<file path="config.mk">
export PLATFORM = sky130hd
export DESIGN_NAME = rtc_sec_alarm
export DESIGN_NICKNAME = d
export VERILOG_FILES = /design/src/rtl/rtc_pkg.sv /design/src/rtl/rtc_prescaler.sv /design/src/rtl/rtc_sec_counter.sv /design/src/rtl/rtc_status.sv /design/src/rtl/rtc_sec_alarm.sv
export SDC_FILE = /design/constraint.sdc
export NUM_CORES = 1
export LEC_CHECK = 0
export BUFFER_PORTS_ARGS = -buffer_cell sky130_fd_sc_hd__buf_2
export CAP_MARGIN = 40
export CORE_MARGIN = 3
export CORE_UTILIZATION = 35
export CTS_CLUSTER_SIZE = 25
export DETAILED_ROUTE_END_ITERATION = 16
export PLACE_DENSITY = 0.61
export SYNTH_ARGS = -nofsm -noshare
export SYNTH_HDL_FRONTEND = slang
export SYNTH_SLANG_ARGS = --single-unit
export TNS_END_PERCENT = 1
</file>
<file path="constraint.sdc">
create_clock -name clk_i -period 5.5 [get_ports clk_i]
set_input_delay 0.825 -clock clk_i [delete_from_list [all_inputs] [get_ports clk_i]]
set_output_delay 0.825 -clock clk_i [all_outputs]
set_load 0.1 [all_outputs]
</file>
<file path="src/rtl/rtc_pkg.sv">
package rtc_pkg;
  typedef enum logic [1:0] {
    REG_COUNT = 2'd0,
    REG_ALARM = 2'd1,
    REG_STAT  = 2'd2,
    REG_TRIM  = 2'd3
  } reg_sel_e;

  localparam int unsigned ST_AL  = 0;
  localparam int unsigned ST_HZ  = 1;
  localparam int unsigned ST_W   = 4;
  localparam int unsigned EVT_N  = 2;
endpackage

</file>
<file path="src/rtl/rtc_prescaler.sv">
module rtc_prescaler #(
  parameter int unsigned DIV_W       = 16,
  parameter int unsigned TRIM_W      = 10,
  parameter int unsigned TRIM_PERIOD = 1024,
  parameter int unsigned DEFAULT_DIV = 32767
) (
  input  logic              clk_i,
  input  logic              rst_ni,
  input  logic [DIV_W-1:0]  div_i,
  input  logic [TRIM_W-1:0] trim_i,
  output logic              tick_o
);
  localparam int unsigned LIM_W  = DIV_W + 1;
  localparam int unsigned TCNT_W = (TRIM_PERIOD > 1) ? $clog2(TRIM_PERIOD) : 1;

  logic [LIM_W-1:0]  cnt_q, base, ext, limit;
  logic [TCNT_W-1:0] tcnt_q;
  logic              trim_slot;

  assign trim_slot = (tcnt_q == TCNT_W'(TRIM_PERIOD - 1));
  assign base      = (div_i == '0) ? LIM_W'(DEFAULT_DIV) : {1'b0, div_i};
  assign ext       = trim_slot ? LIM_W'(trim_i) : '0;
  assign limit     = base + ext;
  // >= so a divide value lowered mid-count still terminates the period
  assign tick_o    = (cnt_q >= limit);

  always_ff @(posedge clk_i or negedge rst_ni) begin
    if (!rst_ni) begin
      cnt_q  <= '0;
      tcnt_q <= '0;
    end else if (tick_o) begin
      cnt_q  <= '0;
      tcnt_q <= trim_slot ? '0 : tcnt_q + 1'b1;
    end else begin
      cnt_q  <= cnt_q + 1'b1;
    end
  end
endmodule

</file>
<file path="src/rtl/rtc_sec_counter.sv">
module rtc_sec_counter #(
  parameter int unsigned CNT_W = 32
) (
  input  logic             clk_i,
  input  logic             rst_ni,
  input  logic             tick_i,
  input  logic             load_i,
  input  logic [CNT_W-1:0] load_val_i,
  input  logic [CNT_W-1:0] alarm_i,
  output logic [CNT_W-1:0] count_o,
  output logic             match_o
);
  logic [CNT_W-1:0] count_q, next_cnt;

  assign next_cnt = count_q + CNT_W'(1);
  // compare only on a counting update; a load never fires the alarm
  assign match_o  = tick_i && !load_i && (next_cnt == alarm_i);
  assign count_o  = count_q;

  always_ff @(posedge clk_i or negedge rst_ni) begin
    if (!rst_ni)     count_q <= '0;
    else if (load_i) count_q <= load_val_i;
    else if (tick_i) count_q <= next_cnt;
  end
endmodule

</file>
<file path="src/rtl/rtc_status.sv">
module rtc_status
  import rtc_pkg::*;
(
  input  logic            clk_i,
  input  logic            rst_ni,
  input  logic [EVT_N-1:0] set_i,
  input  logic            wr_i,
  input  logic [ST_W-1:0] wdata_i,
  output logic [ST_W-1:0] status_o
);
  logic [EVT_N-1:0] evt_q;
  logic [EVT_N-1:0] en_q;

  for (genvar i = 0; i < EVT_N; i++) begin : g_evt
    always_ff @(posedge clk_i or negedge rst_ni) begin
      if (!rst_ni)                     evt_q[i] <= 1'b0;
      else if (set_i[i])               evt_q[i] <= 1'b1;  // set beats clear
      else if (wr_i && wdata_i[i])     evt_q[i] <= 1'b0;
    end
  end

  always_ff @(posedge clk_i or negedge rst_ni) begin
    if (!rst_ni)   en_q <= '0;
    else if (wr_i) en_q <= wdata_i[ST_W-1:EVT_N];
  end

  assign status_o = {en_q, evt_q};
endmodule

</file>
<file path="src/rtl/rtc_sec_alarm.sv">
module rtc_sec_alarm
  import rtc_pkg::*;
#(
  parameter int unsigned DATA_W      = 32,
  parameter int unsigned DIV_W       = 16,
  parameter int unsigned TRIM_W      = 10,
  parameter int unsigned TRIM_PERIOD = 1024,
  parameter int unsigned DEFAULT_DIV = 32767
) (
  input  logic              clk_i,
  input  logic              rst_ni,
  input  logic              we_i,
  input  logic [1:0]        addr_i,
  input  logic [DATA_W-1:0] wdata_i,
  output logic [DATA_W-1:0] rdata_o,
  output logic              irq_tick_o,
  output logic              irq_alarm_o
);
  localparam int unsigned TD_W = DIV_W + TRIM_W;

  reg_sel_e          sel;
  logic              tick_w, load_w, match_w, stat_wr;
  logic [DATA_W-1:0] count_w, alarm_q;
  logic [TD_W-1:0]   trimdiv_q;
  logic [ST_W-1:0]   status_w;

  assign sel     = reg_sel_e'(addr_i);
  assign load_w  = we_i && (sel == REG_COUNT);
  assign stat_wr = we_i && (sel == REG_STAT);

  always_ff @(posedge clk_i or negedge rst_ni) begin
    if (!rst_ni) begin
      alarm_q   <= '0;
      trimdiv_q <= '0;
    end else if (we_i) begin
      if (sel == REG_ALARM) alarm_q   <= wdata_i;
      if (sel == REG_TRIM)  trimdiv_q <= wdata_i[TD_W-1:0];
    end
  end

  rtc_prescaler #(
    .DIV_W(DIV_W), .TRIM_W(TRIM_W),
    .TRIM_PERIOD(TRIM_PERIOD), .DEFAULT_DIV(DEFAULT_DIV)
  ) u_pre (
    .clk_i  (clk_i),
    .rst_ni (rst_ni),
    .div_i  (trimdiv_q[DIV_W-1:0]),
    .trim_i (trimdiv_q[TD_W-1:DIV_W]),
    .tick_o (tick_w)
  );

  rtc_sec_counter #(.CNT_W(DATA_W)) u_cnt (
    .clk_i      (clk_i),
    .rst_ni     (rst_ni),
    .tick_i     (tick_w),
    .load_i     (load_w),
    .load_val_i (wdata_i),
    .alarm_i    (alarm_q),
    .count_o    (count_w),
    .match_o    (match_w)
  );

  logic [EVT_N-1:0] evt_set;
  assign evt_set[ST_AL] = match_w;
  assign evt_set[ST_HZ] = tick_w;

  rtc_status u_st (
    .clk_i    (clk_i),
    .rst_ni   (rst_ni),
    .set_i    (evt_set),
    .wr_i     (stat_wr),
    .wdata_i  (wdata_i[ST_W-1:0]),
    .status_o (status_w)
  );

  always_comb begin
    unique case (sel)
      REG_COUNT: rdata_o = count_w;
      REG_ALARM: rdata_o = alarm_q;
      REG_STAT:  rdata_o = DATA_W'(status_w);
      default:   rdata_o = DATA_W'(trimdiv_q);
    endcase
  end

  assign irq_alarm_o = status_w[ST_AL] & status_w[EVT_N + ST_AL];
  assign irq_tick_o  = status_w[ST_HZ] & status_w[EVT_N + ST_HZ];
endmodule

</file>
==> metrics.txt <==
Post-Route WL 23.8 mm; Setup TNS 0 ns; CTS H-tree depth 4; die height 159 um; routability cong. 0.846; min cycle time layout 5.22 ns; CP arrival 5.53 ns; first-pass GRT wire length 37.9 mm; count of non-filler cells in the finished layout 1276; Post-Place Cells 1233; Setup WS pre-CTS 0.0153 ns; Synth Area in Adders 4.80%; iteration count of the initial detailed-routing pass 5; reg-to-reg startpoint u_pre.tcnt_q[1]; power per cell area 362 mW/mm^2; DP Wirelength 17.2 mm; Seq. cell area 0.00303 mm^2; worst-margin pin slew 0.774 ns; share of layout cells above drive strength 1 27.2%; CTS sink count 121; critical path depth 24; CP delay by family, top compound AO/OA/AOI/OAI gates; max_slew headroom 47.1%; Synth Cell Area 0.00823 mm^2; syn avg cell area 9.42 um^2; post-synthesis mux area share 12.7%; port buffer count 70; largest family of logic cells by synthesized area simple AND/OR/NAND/NOR gates; Clk Latency, worst-skew pair 0.42 ns; Root Buffer clkbuf_16; worst-path cell chain ha_2, and3_4, and3_4, and2_4, ha_4, fa_2, a21o_1, a21oi_2, nor2b_1, o21a_1, o41a_1, a31oi_2, buf_4, buf_4, o32ai_2, ha_1, nand4_1, nor4_2, a211o_1, a211oi_2, buf_4, a21oi_4, buf_4, nor2_1; VDD IR max 0.226 mV; synth-to-layout area growth 19.1%; via count 6933; Row Count 55; drt wl/cell 18.6 um; # diodes 0; unrepaired setup endpoints after global routing true; initial core utilization 36.0%; Setup crit start kind flop; Nets 1020; Max Cap Viol 0; CP max stage delay 0.41 ns; crit end category flop; Synth Net Count 942; Reg clk slew, reported paths 0.05 ns; Chip Width 159 um; initial drt markers 554; setup slack, reg-to-reg 0.28 ns; Buf/Inv on CP 4; leakage power 4.21 nW; number of synthesized flops with an enable pin 0; Ports 71; Yosys warnings 0; Primary FF master, synth dfrtp_1; Placed Area 0.00904 mm^2; Final Max Tran Viols 0; Fill cells 2274; Synth cell types 68; Worst EP required 5.80 ns; DRC errors left 0; Worst Hold Class input pin to async pin; cell count after synthesis 874; ANT nets after route 0; XOR/XNOR Fraction of Synth Area 9.79%; Worst Path Max Fanout 16; multi-input logic area 0.00502 mm^2; final instance area 0.00980 mm^2; Seq cells post-synth 121; via count of the first global-routing pass 6691; core box area 0.0228 mm^2; Synth Area in Compound Gates 13.6%; period utilization 95.0%; die area 0.0254 mm^2; sequential fraction of the synthesis area 36.8%; kind of critical path flop to flop; largest net degree at the start of global routing 65; worst reg-to-reg path cell count 24; setup violators final 0; Clock Skew 0.00825 ns; antenna violations before repair 0; Synth Area in Simple Gates 18.5%; Hold Vio Cnt, Final 0; Crit-path slowest cell o41a_1; Post-synth ARST share 100%; GRT overflow 0; reg-to-reg endpoint u_pre.cnt_q[2]; TritonCTS Buffers 17; Max clock buf depth 2; cell mode on critical path buf_4; Tot GR Track Use 18.7%; vias per cell 5.43; TritonCTS clock tree done; status complete, no violations; highest clock rate 191 MHz; final worst slack 0.277 ns
## worst reg2reg max path: cells and delay by family, from the launching register on
kind,cells,cell delay [ns]
AO/OA/AOI/OAI,9,1.90
adder cells (fa/ha/maj),4,1.05
buffers and inverters,4,0.77
flip-flops,1,0.38
AND/OR/NAND/NOR,7,1.04
## how the worst max path moves through the flow
stage,start,slack (ns),endpoint
after CTS,u_pre.tcnt_q[1],0.001,u_cnt.count_o[14]
after detailed placement,u_pre.tcnt_q[1],0.02,u_cnt.count_o[14]
after global routing,u_pre.tcnt_q[1],0.007,u_cnt.count_o[11]
after floorplan,u_pre.tcnt_q[0],0.02,u_cnt.count_o[27]
after global placement,u_pre.tcnt_q[0],0.17,u_cnt.count_o[14]
final,u_pre.tcnt_q[1],0.28,u_pre.cnt_q[2]
## cell usage after synthesis, types with 15 or more instances
master | instances | area [um^2]
nand2_1 | 62 | 233
mux2_2 | 78 | 878
o21ai_0 | 28 | 140
a31oi_1 | 16 | 100
xor2_1 | 30 | 263
ha_1 | 30 | 375
a22o_1 | 22 | 193
nand3_1 | 31 | 155
nor2_1 | 89 | 334
a211oi_1 | 22 | 165
and3_1 | 15 | 93.8
a21oi_1 | 38 | 190
clkbuf_1 | 45 | 169
nand4_1 | 20 | 125
and2_1 | 15 | 93.8
xnor2_1 | 62 | 543
dfrtp_1 | 121 | 3030
## final cells by class
type	count	area share [%]
Multi-Input combinational cell	679	51.3
Sequential cell	121	30.9
Timing Repair Buffer	119	7.75
Clock buffer	22	4.84
Tap cell	313	4.00
Clock inverter	8	0.740
Inverter	14	0.536
## routing by layer
| layer | share of wire [%] | GRT usage [%] |
|---|---|---|
| met1 | 48 | 26.9 |
| met2 | 47 | 29.3 |
| met3 | 4.7 | 3.46 |
| met4 | 0.99 | 4.58 |
| met5 | 0 | 0 |
## logic make-up after synthesis
group                    Yosys count
AND/OR/NAND/NOR                  298
AO/OA/AOI/OAI                    168
flip-flops                       121
XOR/XNOR                          92
multiplexers                      90
buffers and inverters             74
adder cells (fa/ha/maj)           31
## flip-flops by register name, indices dropped and copies added (netlist names)
| signal | count |
|---|---|
| u_pre.cnt_q | 17 |
| alarm_q | 32 |
| u_st.status_o | 2 |
| u_cnt.count_o | 32 |
| u_pre.tcnt_q | 10 |
| trimdiv_q | 26 |
| u_st.en_q | 2 |
## stage by stage
step | util (%) | hold WS [ns] | power, mW
2_1_floorplan | - | 0.438 | 2.18
3_3_place_gp | 39.4 | 0.457 | 2.47
3_5_place_dp | 39.6 | 0.474 | 2.49
4_1_cts | 42.0 | 0.308 | 3.56
5_1_grt | 42.9 | 0.322 | 3.74
6_report | 42.9 | 0.304 | 3.55
## power breakdown
| part | leakage [nW] | switching [mW] | total, mW | internal, mW |
|---|---|---|---|---|
| clock network | 0.275 | 0.408 | 1.06 | 0.648 |
| registers | 1.44 | 0.228 | 1.28 | 1.05 |
| logic | 2.49 | 0.758 | 1.22 | 0.463 |
| total | 4.21 | 1.39 | 3.55 | 2.16 |
## repair_timing
action	CTS	global route
gates resized for setup	1	23
cloned	0	1
buffers inserted	0	11
hold buffers	0	0
setup endpoints to repair	8	61
pin swaps	0	27
## layout by cell type, fill, tap and decap left out, types with 11 or more instances in the layout
cell type  instances
and2_1            14
nand2b_1          11
nand2_1           61
a21oi_1           36
o21ai_0           28
a211oi_1          21
xnor2_1           62
mux2_2            78
dfrtp_1          121
clkbuf_16         17
and3_1            11
inv_1             14
a22o_1            22
nor2_1            87
nand4_1           20
buf_4             43
nand3_1           31
a31oi_1           15
ha_1              27
buf_2             71
xor2_1            30
(Power assumes the default switching activity.)
